[config.mk]
export PLATFORM = sky130hd
export DESIGN_NAME = bcast_sad_search
export DESIGN_NICKNAME = d
export VERILOG_FILES = /design/src/rtl/bsad_pkg.sv /design/src/rtl/bsad_seq.sv /design/src/rtl/bsad_stagger.sv /design/src/rtl/bsad_pe.sv /design/src/rtl/bsad_minsel.sv /design/src/rtl/bcast_sad_search.sv
export SDC_FILE = /design/constraint.sdc
export NUM_CORES = 2
export LEC_CHECK = 0
export ABC_AREA = 1
export BUFFER_PORTS_ARGS = -buffer_cell sky130_fd_sc_hd__buf_2
export CORE_ASPECT_RATIO = 0.7
export CORE_UTILIZATION = 35
export DETAILED_ROUTE_END_ITERATION = 7
export PLACE_DENSITY = 0.61
export SLEW_MARGIN = 20
export SYNTH_ARGS = -nofsm -noshare
export SYNTH_HDL_FRONTEND = slang
export SYNTH_SLANG_ARGS = --single-unit
[constraint.sdc]
create_clock -name clk -period 2.7 [get_ports clk]
set_input_delay 0.135 -clock clk [delete_from_list [all_inputs] [get_ports clk]]
set_output_delay 0.135 -clock clk [all_outputs]
set_load 0.03 [all_outputs]
[src/rtl/bsad_pkg.sv]
`timescale 1ns/1ps
package bsad_pkg;
    localparam int MAX_DIM = 32;

    typedef enum logic [1:0] {
        ST_IDLE,
        ST_FETCH,
        ST_FLUSH,
        ST_TAIL
    } seq_state_t;

    // Size code to block edge length: 00 -> 8, 01 -> 16, 1x -> 32
    function automatic logic [5:0] blk_dim(input logic [1:0] code);
        case (code)
            2'b00:   return 6'd8;
            2'b01:   return 6'd16;
            default: return 6'd32;
        endcase
    endfunction
endpackage

[src/rtl/bsad_seq.sv]
`timescale 1ns/1ps
module bsad_seq
    import bsad_pkg::*;
#(
    parameter int NPOS    = 16,
    parameter int ADDR_W  = 12,
    parameter int FRAME_W = 64,
    localparam int COL_W  = $clog2(MAX_DIM + NPOS),
    localparam int TAG_W  = $clog2(NPOS + 1)
) (
    input  logic              clk,
    input  logic              rst_n,
    input  logic              start,
    input  logic [1:0]        blk_size,
    input  logic [ADDR_W-1:0] cur_base,
    input  logic [ADDR_W-1:0] ref_base,
    input  logic              fin,
    output logic              ref_rd,
    output logic [ADDR_W-1:0] ref_addr,
    output logic              cur_rd,
    output logic [ADDR_W-1:0] cur_addr,
    output logic              mark,
    output logic [TAG_W-1:0]  pass_tag,
    output logic              blk_clr
);
    seq_state_t        state_q, state_nx;
    logic [COL_W-1:0]  dim_q, col_q, row_q;
    logic [TAG_W-1:0]  vpos_q;
    logic [ADDR_W-1:0] cbase_q, rbase_q;
    logic              col_last, row_last, pass_last;

    assign col_last  = (col_q == dim_q + COL_W'(NPOS - 2));
    assign row_last  = (row_q == dim_q - COL_W'(1));
    assign pass_last = (vpos_q == TAG_W'(NPOS - 1));

    // state register
    always_ff @(posedge clk or negedge rst_n) begin
        if (!rst_n) state_q <= ST_IDLE;
        else        state_q <= state_nx;
    end

    // transitions
    always_comb begin
        state_nx = state_q;
        unique case (state_q)
            ST_IDLE:  if (start) state_nx = ST_FETCH;                                 // T_LAUNCH
            ST_FETCH: if (col_last && row_last && pass_last) state_nx = ST_FLUSH;     // T_SWEEP_END
            ST_FLUSH: state_nx = ST_TAIL;                                             // T_DRAIN
            ST_TAIL:  if (fin) state_nx = ST_IDLE;                                    // T_REPORT
        endcase
    end

    // running index and latched bases
    always_ff @(posedge clk or negedge rst_n) begin
        if (!rst_n) begin
            dim_q   <= '0;
            col_q   <= '0;
            row_q   <= '0;
            vpos_q  <= '0;
            cbase_q <= '0;
            rbase_q <= '0;
        end else if (state_q == ST_IDLE && start) begin
            dim_q   <= COL_W'(blk_dim(blk_size));
            col_q   <= '0;
            row_q   <= '0;
            vpos_q  <= '0;
            cbase_q <= cur_base;
            rbase_q <= ref_base;
        end else if (state_q == ST_FETCH) begin
            if (col_last) begin
                col_q <= '0;
                if (row_last) begin
                    row_q  <= '0;
                    vpos_q <= vpos_q + TAG_W'(1);
                end else begin
                    row_q <= row_q + COL_W'(1);
                end
            end else begin
                col_q <= col_q + COL_W'(1);
            end
        end
    end

    // outputs
    always_comb begin
        ref_rd   = 1'b0;
        cur_rd   = 1'b0;
        ref_addr = '0;
        cur_addr = '0;
        mark     = 1'b0;
        pass_tag = vpos_q;
        blk_clr  = 1'b0;
        unique case (state_q)
            ST_IDLE:  blk_clr = start;
            ST_FETCH: begin
                ref_rd   = 1'b1;
                ref_addr = rbase_q + (ADDR_W'(vpos_q) + ADDR_W'(row_q)) * ADDR_W'(FRAME_W)
                         + ADDR_W'(col_q);
                cur_rd   = (col_q < dim_q);
                if (cur_rd)
                    cur_addr = cbase_q + ADDR_W'(row_q) * ADDR_W'(FRAME_W) + ADDR_W'(col_q);
                mark     = (col_q == '0) && (row_q == '0);
            end
            ST_FLUSH: mark = 1'b1;
            ST_TAIL:  ;
        endcase
    end

    AST_CUR_WITH_REF: assert property (@(posedge clk) disable iff (!rst_n)
        cur_rd |-> ref_rd);
    AST_ADDR_STEP: assert property (@(posedge clk) disable iff (!rst_n)
        (ref_rd && !col_last) |=> (ref_rd && ref_addr == $past(ref_addr) + ADDR_W'(1)));
    AST_START_IGNORED: assert property (@(posedge clk) disable iff (!rst_n)
        (state_q != ST_IDLE) |=> ($stable(dim_q) && $stable(rbase_q) && $stable(cbase_q)));
endmodule

[src/rtl/bsad_stagger.sv]
`timescale 1ns/1ps
module bsad_stagger #(
    parameter int NPOS  = 16,
    parameter int PIX_W = 8,
    parameter int TAG_W = 5
) (
    input  logic                       clk,
    input  logic                       rst_n,
    input  logic [PIX_W-1:0]           ref_pix,
    input  logic [PIX_W-1:0]           cur_pix,
    input  logic                       ref_rd,
    input  logic                       cur_rd,
    input  logic                       mark_in,
    input  logic [TAG_W-1:0]           tag_in,
    output logic [PIX_W-1:0]           ref_q,
    output logic [NPOS-1:0][PIX_W-1:0] cur_taps,
    output logic [NPOS-1:0]            pe_en,
    output logic                       mark_q,
    output logic [TAG_W-1:0]           tag_q
);
    logic [NPOS-1:0] vld_line;
    logic            ref_vld_q;

    always_ff @(posedge clk or negedge rst_n) begin
        if (!rst_n) begin
            ref_q     <= '0;
            ref_vld_q <= 1'b0;
            mark_q    <= 1'b0;
            tag_q     <= '0;
        end else begin
            ref_q     <= ref_pix;
            ref_vld_q <= ref_rd;
            mark_q    <= mark_in;
            tag_q     <= tag_in;
        end
    end

    // tap h carries the current pixel read h cycles earlier
    for (genvar h = 0; h < NPOS; h++) begin : g_tap
        if (h == 0) begin : g_head
            always_ff @(posedge clk or negedge rst_n) begin
                if (!rst_n) begin
                    cur_taps[h] <= '0;
                    vld_line[h] <= 1'b0;
                end else begin
                    cur_taps[h] <= cur_pix;
                    vld_line[h] <= cur_rd;
                end
            end
        end else begin : g_body
            always_ff @(posedge clk or negedge rst_n) begin
                if (!rst_n) begin
                    cur_taps[h] <= '0;
                    vld_line[h] <= 1'b0;
                end else begin
                    cur_taps[h] <= cur_taps[h-1];
                    vld_line[h] <= vld_line[h-1];
                end
            end
        end
        assign pe_en[h] = vld_line[h] & ref_vld_q;
    end
endmodule

[src/rtl/bsad_pe.sv]
`timescale 1ns/1ps
module bsad_pe #(
    parameter int PIX_W = 8,
    parameter int ACC_W = 18
) (
    input  logic             clk,
    input  logic             rst_n,
    input  logic [PIX_W-1:0] ref_px,
    input  logic [PIX_W-1:0] cur_px,
    input  logic             en0,
    input  logic             mark2,
    output logic [ACC_W-1:0] acc_snap
);
    logic signed [PIX_W:0] diff_q;
    logic                  en1_q, en2_q;
    logic [PIX_W-1:0]      mag_q;
    logic [ACC_W-1:0]      acc_q, addend;

    // stage 1: subtract; stage 2: magnitude
    always_ff @(posedge clk or negedge rst_n) begin
        if (!rst_n) begin
            diff_q <= '0;
            en1_q  <= 1'b0;
            mag_q  <= '0;
            en2_q  <= 1'b0;
        end else begin
            diff_q <= $signed({1'b0, ref_px}) - $signed({1'b0, cur_px});
            en1_q  <= en0;
            mag_q  <= diff_q[PIX_W] ? PIX_W'(-diff_q) : PIX_W'(diff_q);
            en2_q  <= en1_q;
        end
    end

    assign addend = en2_q ? ACC_W'(mag_q) : '0;

    // stage 3: accumulate; a boundary marker closes the previous sweep
    always_ff @(posedge clk or negedge rst_n) begin
        if (!rst_n) begin
            acc_q    <= '0;
            acc_snap <= '0;
        end else if (mark2) begin
            acc_snap <= acc_q;
            acc_q    <= addend;
        end else begin
            acc_q    <= acc_q + addend;
        end
    end

    AST_ACC_NOWRAP: assert property (@(posedge clk) disable iff (!rst_n)
        (en2_q && !mark2) |=> (acc_q >= $past(acc_q)));
endmodule

[src/rtl/bsad_minsel.sv]
`timescale 1ns/1ps
module bsad_minsel #(
    parameter int NPOS  = 16,
    parameter int ACC_W = 18,
    localparam int POS_W = $clog2(NPOS),
    localparam int TAG_W = $clog2(NPOS + 1)
) (
    input  logic                       clk,
    input  logic                       rst_n,
    input  logic                       clr,
    input  logic                       mark2,
    input  logic [TAG_W-1:0]           tag2,
    input  logic [NPOS-1:0][ACC_W-1:0] snap,
    output logic                       done,
    output logic [POS_W-1:0]           mv_h,
    output logic [POS_W-1:0]           mv_v,
    output logic [ACC_W-1:0]           min_sad
);
    logic             scan_on, best_ok, last_pass;
    logic [POS_W-1:0] idx, vrow, best_h, best_v;
    logic [ACC_W-1:0] best_sad;
    logic             take;
    logic [ACC_W-1:0] win_sad;
    logic [POS_W-1:0] win_h, win_v;

    // strict less-than keeps the earliest (lowest-index) position on ties
    assign take    = !best_ok || (snap[idx] < best_sad);
    assign win_sad = take ? snap[idx] : best_sad;
    assign win_h   = take ? idx : best_h;
    assign win_v   = take ? vrow : best_v;

    always_ff @(posedge clk or negedge rst_n) begin
        if (!rst_n) begin
            scan_on   <= 1'b0;
            best_ok   <= 1'b0;
            last_pass <= 1'b0;
            idx       <= '0;
            vrow      <= '0;
            best_h    <= '0;
            best_v    <= '0;
            best_sad  <= '0;
            done      <= 1'b0;
            mv_h      <= '0;
            mv_v      <= '0;
            min_sad   <= '0;
        end else begin
            done <= 1'b0;
            if (clr) begin
                best_ok <= 1'b0;
                scan_on <= 1'b0;
            end else if (mark2 && tag2 != '0) begin
                scan_on   <= 1'b1;
                idx       <= '0;
                vrow      <= POS_W'(tag2 - TAG_W'(1));
                last_pass <= (tag2 == TAG_W'(NPOS));
            end else if (scan_on) begin
                best_sad <= win_sad;
                best_h   <= win_h;
                best_v   <= win_v;
                best_ok  <= 1'b1;
                idx      <= idx + POS_W'(1);
                if (idx == POS_W'(NPOS - 1)) begin
                    scan_on <= 1'b0;
                    if (last_pass) begin
                        done    <= 1'b1;
                        mv_h    <= win_h;
                        mv_v    <= win_v;
                        min_sad <= win_sad;
                    end
                end
            end
        end
    end

    AST_DONE_PULSE: assert property (@(posedge clk) disable iff (!rst_n)
        done |=> !done);
    AST_RESULT_HELD: assert property (@(posedge clk) disable iff (!rst_n)
        !done |-> ($stable(min_sad) && $stable(mv_h) && $stable(mv_v)));
    AST_BEST_MONO: assert property (@(posedge clk) disable iff (!rst_n)
        (scan_on && best_ok && !clr && !mark2) |=> (best_sad <= $past(best_sad)));
    AST_SCAN_GAP: assert property (@(posedge clk) disable iff (!rst_n)
        (mark2 && tag2 != '0) |-> !scan_on);
endmodule

[src/rtl/bcast_sad_search.sv]
`timescale 1ns/1ps
module bcast_sad_search #(
    parameter int NPOS    = 16,
    parameter int PIX_W   = 8,
    parameter int ACC_W   = 18,
    parameter int ADDR_W  = 12,
    parameter int FRAME_W = 64,
    localparam int POS_W  = $clog2(NPOS)
) (
    input  logic              clk,
    input  logic              rst_n,
    input  logic              start,
    input  logic [1:0]        blk_size,
    input  logic [ADDR_W-1:0] cur_base,
    input  logic [ADDR_W-1:0] ref_base,
    input  logic [PIX_W-1:0]  cur_pix,
    input  logic [PIX_W-1:0]  ref_pix,
    output logic              cur_rd,
    output logic [ADDR_W-1:0] cur_addr,
    output logic              ref_rd,
    output logic [ADDR_W-1:0] ref_addr,
    output logic              done,
    output logic [POS_W-1:0]  mv_h,
    output logic [POS_W-1:0]  mv_v,
    output logic [ACC_W-1:0]  min_sad
);
    localparam int TAG_W = $clog2(NPOS + 1);

    logic                       mark, blk_clr;
    logic [TAG_W-1:0]           pass_tag;
    logic [PIX_W-1:0]           ref_q;
    logic [NPOS-1:0][PIX_W-1:0] cur_taps;
    logic [NPOS-1:0]            pe_en;
    logic                       mark0, mark1, mark2;
    logic [TAG_W-1:0]           tag0, tag1, tag2;
    logic [NPOS-1:0][ACC_W-1:0] snap_bus;

    bsad_seq #(.NPOS(NPOS), .ADDR_W(ADDR_W), .FRAME_W(FRAME_W)) u_seq (
        .clk(clk), .rst_n(rst_n), .start(start), .blk_size(blk_size),
        .cur_base(cur_base), .ref_base(ref_base), .fin(done),
        .ref_rd(ref_rd), .ref_addr(ref_addr), .cur_rd(cur_rd), .cur_addr(cur_addr),
        .mark(mark), .pass_tag(pass_tag), .blk_clr(blk_clr)
    );

    bsad_stagger #(.NPOS(NPOS), .PIX_W(PIX_W), .TAG_W(TAG_W)) u_stagger (
        .clk(clk), .rst_n(rst_n), .ref_pix(ref_pix), .cur_pix(cur_pix),
        .ref_rd(ref_rd), .cur_rd(cur_rd), .mark_in(mark), .tag_in(pass_tag),
        .ref_q(ref_q), .cur_taps(cur_taps), .pe_en(pe_en), .mark_q(mark0), .tag_q(tag0)
    );

    // boundary marker follows the element pipeline to the accumulate stage
    always_ff @(posedge clk or negedge rst_n) begin
        if (!rst_n) begin
            mark1 <= 1'b0;
            mark2 <= 1'b0;
            tag1  <= '0;
            tag2  <= '0;
        end else begin
            mark1 <= mark0;
            mark2 <= mark1;
            tag1  <= tag0;
            tag2  <= tag1;
        end
    end

    for (genvar h = 0; h < NPOS; h++) begin : g_pe
        bsad_pe #(.PIX_W(PIX_W), .ACC_W(ACC_W)) u_pe (
            .clk(clk), .rst_n(rst_n), .ref_px(ref_q), .cur_px(cur_taps[h]),
            .en0(pe_en[h]), .mark2(mark2), .acc_snap(snap_bus[h])
        );
    end

    bsad_minsel #(.NPOS(NPOS), .ACC_W(ACC_W)) u_minsel (
        .clk(clk), .rst_n(rst_n), .clr(blk_clr), .mark2(mark2), .tag2(tag2),
        .snap(snap_bus), .done(done), .mv_h(mv_h), .mv_v(mv_v), .min_sad(min_sad)
    );
endmodule

=== Word-level counts from Yosys, hierarchy flattened ===
Index checks and enable logic that the tools add are counted.

* Register bits: 1164
* Bits of input ports: 45
* Output and inout port bits: 53

* Add/subtract/negate cells: 60
* Magnitude comparators: 3
* Equality and inequality tests: 13
* Muxes and demuxes: 90
* Bitwise gates (word level): 18
* Reductions and logical operators: 25

{| class="wikitable"
|+ Operator list
! cell !! number
|-
| $mux W18 || 18
|-
| $add A18 B18 Y18 || 16
|-
| $mux W8 || 32
|-
| $sub A8 B8 Y9 || 16
|-
| $neg A8 Y8 || 16
|-
| $bmux W18 S4 || 1
|-
| $mux W6 || 7
|-
| $mux W12 || 3
|-
| $add A12 B12 Y12 || 2
|-
| $add A12 B6 Y12 || 2
|-
| $mux W5 || 4
|-
| $lt A18 B18 Y1 || 1
|-
| $and A1 B1 Y1 || 16
|-
| $mux W4 || 4
|-
| $mux W1 || 15
|-
| $add A6 B1 Y6 const B || 2
|-
| $eq A6 B6 Y1 || 2
|-
| $logic_not A6 Y1 || 2
|-
| $pmux W6 S2 || 1
|-
| $reduce_bool A2 Y1 || 5
|-
| $reduce_and A3 Y1 || 3
|-
| $pmux W2 S4 || 1
|-
| $reduce_and A2 Y1 || 4
|-
| $add A5 B6 Y6 || 1
|-
| 23 further kinds || 35
|}

=== Logic depth before layout (Yosys ltp) ===
* Depth after elaboration: 6
* Gate-level depth with buffers: 21
* Gate-level depth less buffers: 18

=== Cells and area by module ===
Synthesis repeated with hierarchy kept, for this count alone.

* Cells, all modules: 7865
* Area total of the unflattened synthesis: 62311.0 µm²

{| class="wikitable"
|+ By module, submodules not included
! module !! times used !! cells an instance !! area an instance (µm²) !! sequential area each (µm²)
|-
| bsad_pe (g_pe[0].u_pe ...) || 12 || 384 || 3005.4 || 1376.3
|-
| bsad_pe (g_pe[12].u_pe ...) || 2 || 388 || 3055.4 || 1376.3
|-
| bsad_minsel || 1 || 969 || 5875.6 || 1601.5
|-
| bsad_stagger || 1 || 193 || 4142.7 || 3978.8
|-
| bsad_seq || 1 || 542 || 3777.4 || 1151.1
|-
| bsad_pe (g_pe[11].u_pe) || 1 || 384 || 3025.4 || 1376.3
|-
| bsad_pe (g_pe[9].u_pe) || 1 || 381 || 3014.1 || 1376.3
|-
| bcast_sad_search || 1 || 12 || 300.3 || 300.3
|}

=== Worst setup path after synthesis ===
No wires, ideal clock.

* Path kind: reg2reg
* From: register u_minsel.idx[0]
* To: register u_minsel.best_sad[1]
* Data arrival time: 2.830 ns
* Data required time: 2.582 ns
* Slack: -0.248 ns
* Stages on the path, launching flop included: 21
* Clock period less this slack: 2.948 ns
* Path through: dfrtp_1 > inv_2 > buf_6 > buf_2 > buf_2 > a21oi_1 > o21ai_0 > nand3_1 > a31oi_1 > inv_1 > ha_1 > nand2_1 > nor2_1 > nand2_1 > nor4_1 > nand2_2 > nand2_4 > buf_4 > nand3_1 > nand3_1 > nand2_1

* Longest elaborated chain between the ends: 5

{| class="wikitable"
|+ Ends and longest elaborated chain
! item !! RTL line !! RTL
|-
| from (decl) || bsad_minsel.sv:20 || <nowiki>logic [POS_W-1:0] idx, vrow, best_h, best_v;</nowiki>
|-
| from (signal assigned) || bsad_minsel.sv:61 || <nowiki>idx <= idx + POS_W'(1);</nowiki>
|-
| $bmux W18 S4 * || bsad_minsel.sv:27, bsad_minsel.sv:28 ||
|-
| $mux W18 (implied by the code) * || bsad_minsel.sv:27, bsad_minsel.sv:28 ||
|-
| $lt A18 B18 Y1 || bsad_minsel.sv:27 || <nowiki>assign take = !best_ok || (snap[idx] < best_sad);</nowiki>
|-
| $logic_or A1 B1 Y1 || bsad_minsel.sv:27 ||
|-
| $mux W18 * || bsad_minsel.sv:28 || <nowiki>assign win_sad = take ? snap[idx] : best_sad;</nowiki>
|-
| to (signal assigned) || bsad_minsel.sv:57 || <nowiki>best_sad <= win_sad;</nowiki>
|-
| to (decl) || bsad_minsel.sv:21 || <nowiki>logic [ACC_W-1:0] best_sad;</nowiki>
|}

Every way passes the cells marked *; elsewhere a longest branch is shown, timed or not. The select of a mux whose other input is x is not followed.
A chain may end at the register's enable or synchronous reset.

=== Final worst setup path ===
* From: register u_seq.vpos_q[0], in the netlist u_seq.pass_tag[0]
* To: output ref_addr[11]

* Longest elaborated chain between the ends: 4

{| class="wikitable"
|+ Ends and longest elaborated chain
! item !! RTL line !! RTL
|-
| from (decl) || bsad_seq.sv:28 || <nowiki>logic [TAG_W-1:0] vpos_q;</nowiki>
|-
| from (signal assigned) || bsad_seq.sv:74 || <nowiki>vpos_q <= vpos_q + TAG_W'(1);</nowiki>
|-
| $add A5 B6 Y6 || bsad_seq.sv:97 || <nowiki>ref_addr = rbase_q + (ADDR_W'(vpos_q) + ADDR_W'(row_q)) * ADDR_W'(FRAME_W)</nowiki>
|-
| $add A12 B12 Y12 || bsad_seq.sv:97 ||
|-
| $add A12 B6 Y12 || bsad_seq.sv:98 || <nowiki>+ ADDR_W'(col_q);</nowiki>
|-
| $mux W12 || bsad_seq.sv:93 || <nowiki>unique case (state_q)</nowiki>
|-
| to (decl) || bcast_sad_search.sv:21 || <nowiki>output logic [ADDR_W-1:0] ref_addr,</nowiki>
|}

No other way between the ends.

==> summary.md <==
| Metric | Value |
|---|---|
| Average size of a mapped cell | `8.75 um^2` |
| Synth area leader | `dfrtp_1` |
| Initial core utilization | `0.353` |
| WP data arrival | `3.47 ns` |
| Final Cycle Share | `1.33` |
| Worst setup EP type | `output port` |
| Post-Syn Area | `56,700 um^2` |
| Clock Latency Late Sink | `0.75 ns` |
| Layout Nets | `7,343` |
| Vias in the first global route | `42,900` |
| Number of max-cap violations | `0` |
| CP dominant cell by count | `buf_4` |
| Gpl congestion | `0.923` |
| Crit. path cell count | `13` |
| HPWL after DPL | `110,000 um` |
| CTS HTree Levels | `3` |
| Max Fclk | `278 MHz` |
| Crit path required time | `2.57 ns` |
| Placeable core area | `161,000 um^2` |
| Slew margin rel. | `0.287` |
| Final setup viols | `69` |
| Num ports | `98` |
| CP peak stage delay | `0.43 ns` |
| Final setup TNS | `-35.30 ns` |
| Failing checks | `negative setup slack` |
| Startpoint types | `register` |
| Iter 0 DRT Violations | `4,014` |
| Register bit total from synthesis | `1,161` |
| PortBufs | `97` |
| CP top delay family | `adder cells` |
| Final ANT Viol Nets | `0` |
| PwrDens | `1010 nW/um^2` |
| CP max FO | `2` |
| Fin area | `69,400 um^2` |
| Clock root cell | `clkbuf_16` |
| Die X | `483 um` |
| Die height | `339 um` |
| Total CTS buffers | `111` |
| Pin count of the biggest net entering global routing | `188` |
| Clock transition at path regs | `0.06 ns` |
| Die Area | `164,000 um^2` |
| Syn_nets | `6,895` |
| Num Clock Sinks | `1,161` |
| Total gr overflow | `0` |
| Pwr Total | `69.9 mW` |
| Initial antenna violation count | `3` |
| Met2 WL | `61,100 um` |
| Leak pwr | `35.1 nW` |
| Pins Over Slew Limit | `0` |
| Worst Hold Class | `in -> reg` |
| DP Area | `61,600 um^2` |
| Area Overhead vs Synth | `22.4%` |
| Worst Slack Setup Final | `-0.902 ns` |
| Synth Instances | `6,479` |
| Hold Violations, Final | `0` |
| Finished Core Util | `0.432` |
| Drt first pass iters | `8` |
| Outcome | `finished, violations left` |
| RSZ-0062 raised after global routing | `yes` |
| Non-filler cells, final | `9,152` |
| Core Rows | `123` |
| WHS Path Cells | `2` |
| Clock buffer depth | `3` |
| WL/cell | `16.9 um` |
| Least-Margin Pin Slew | `1.07 ns` |
| Top post-synthesis cells by area | `dfrtp_1 (51%), nand2_1 (11%), ha_1 (7.4%)` |
| CP max-delay cell | `dfrtp_1` |
| Final WL | `155,000 um` |
| WP buf/inv | `3` |
| Async set-or-reset flop fraction in the synthesized netlist | `1.00` |
| Maximum vdd drop | `0.931 mV` |
| Total GRT Usage | `0.187` |
| Commonest cells post-synth | `nand2_1 (1,613), dfrtp_1 (1,161), inv_1 (832), o21ai_0 (615), a21oi_1 (458)` |
| R2R cell count | `20` |
| Clk_skew | `0.0333 ns` |
| CTS tree | `yes` |
| Fill count | `15,400` |
| Minimum hold slack | `0.0513 ns` |
| Crit path kind | `reg -> out` |
| EDFF count, synth | `0` |
| Crit-path cells | `ha_4 > fa_2 > a21oi_2 > o21ai_2 > xor2_1 > ha_1 > nand2_2 > buf_4 > o211ai_1 > a31oi_2 > buf_4 > a21oi_4 > buf_6` |
| Drt via density | `4.89` |
| Seq/Total Area, Yosys | `0.512` |
| Pre-CTS setup slack | `-0.991 ns` |
| Fin crit period | `3.60 ns` |
| Post-synth top flop | `dfrtp_1` |
| Placed cell count | `8,770` |
| WL met1 | `80,100 um` |
| # DRC | `0` |
| First-pass GRT wire length | `244,000 um` |
| Layout cells sized above 1 | `0.145` |
| Top Layer Used | `met5` |
| Syn. warnings | `0` |
| DR vias | `44,700` |
| Distinct cells, synth | `47` |
| Most frequent cell after synthesis | `nand2_1` |
| Top cell type's share of synthesized area | `0.512` |
| Wire length on met3 | `10,900 um` |
what timing repair did:
action / in CTS / in global routing
gates cloned: 12 / 2
endpoints found under the hold margin: 1183 / 0
setup endpoints to repair: 75 / 150
gates resized for setup: 264 / 268
setup buffers: 55 / 25
hold buffers: 79 / 0
pin swaps: 71 / 64
final timing paths:
path                              startpoint  slack (ns)                      end
max                        u_seq.pass_tag[0]       -0.90             ref_addr[11]
min                               cur_pix[7]        0.05    u_stagger.cur_taps[7]
max reg2reg                  u_minsel.idx[0]       -0.65         u_minsel.mv_h[3]
min reg2reg                          tag1[1]        0.34                  tag2[1]
max in group asynchronous              rst_n        1.38  g_pe[15].u_pe.acc_q[17]
min in group asynchronous              rst_n        0.09   g_pe[8].u_pe.acc_q[15]
cells by family after synthesis:
group           count (synthesis)  share of synthesized area
mux                             1                   0.000177
buf+inv                      1052                     0.0711
fa+ha+maj                     371                     0.0865
simple gates                 2323                      0.165
xor+xnor                      296                     0.0457
flops                        1161                      0.512
compound gates               1275                      0.119
cells in the final DEF, fill, tap and decap left out, types with 12 or more instances in the layout:
cell type / n
a31oi_1: 51
o21ai_2: 42
a21o_1: 12
nand2_4: 32
nand3_1: 170
nor3_1: 70
nand2_1: 1575
buf_4: 291
dlygate4sd3_1: 79
o22ai_1: 25
buf_2: 75
o21bai_1: 20
buf_6: 36
fa_1: 30
ha_1: 302
nor2_2: 15
dfrtp_1: 1144
xnor2_1: 103
bufinv_16: 13
inv_2: 20
a21oi_1: 423
clkinv_2: 23
inv_1: 819
nand3_4: 13
ha_4: 33
dfrtp_2: 15
clkbuf_8: 32
buf_12: 42
o31ai_1: 18
clkbuf_16: 113
nand4_1: 16
nand2_2: 19
a21oi_2: 30
xor2_1: 192
o21ai_0: 535
o21ai_1: 57
nand3_2: 60
nor2_1: 295
final cells by class:
class,count,area [um^2],share of cell area
sequential,1161,29100,0.419
multi-input combinational,4269,25500,0.368
timing repair buffer,535,4860,0.0701
clock buffer,154,3260,0.0470
inverter,846,3200,0.0462
tap,2125,2660,0.0383
clock inverter,58,757,0.0109
timing repair inverter,3,30.0,0.000433
antenna,1,2.50,0.0000361
layer usage:
metal / track usage / vias up
met2: 0.250 / 1088
met3: 0.0376 / 172
met1: 0.305 / 21700
met4: 0.0364 / 2
li1: - / 21800
met5: 0 / -
where the power goes:
| part | internal [mW] | switching [mW] | total (mW) | leakage [nW] |
|---|---|---|---|---|
| Sequential | 21.0 | 2.77 | 23.8 | 14.9 |
| Clock | 9.76 | 7.21 | 17.0 | 1.97 |
| Combinational | 11.8 | 17.3 | 29.1 | 18.3 |
| Total | 42.6 | 27.3 | 69.9 | 35.1 |
flip-flops by register name (all words and copies together) (netlist names), 6 cells and up:
| name | count |
|---|---|
| g_pe.u_pe.en1_q | 16 |
| u_seq.col_q | 6 |
| u_stagger.ref_q | 8 |
| g_pe.u_pe.en2_q | 16 |
| u_minsel.min_sad | 18 |
| u_minsel.best_sad | 18 |
| u_seq.cbase_q | 12 |
| g_pe.u_pe.acc_snap | 288 |
| g_pe.u_pe.diff_q | 144 |
| g_pe.u_pe.mag_q | 128 |
| u_seq.row_q | 6 |
| u_stagger.vld_line | 16 |
| g_pe.u_pe.acc_q | 288 |
| u_seq.rbase_q | 12 |
| u_stagger.cur_taps | 128 |
worst reg2reg max path: stages (launching register included):
cell and delay [ns]:
dfrtp_4 0.52, buf_8 0.16, inv_8 0.10, buf_4 0.15
a21oi_1 0.06, o21ai_1 0.10, nand2_1 0.08, a22o_1 0.27
a31oi_2 0.19, inv_1 0.10, ha_4 0.27, nand4_1 0.13
nor4_4 0.24, buf_4 0.17, nand2_4 0.06, nand2_8 0.10
buf_6 0.13, nand2_8 0.11, nand2_4 0.19, nand3_2 0.08
nand2_1 0.10
(Power assumes the default switching activity.)
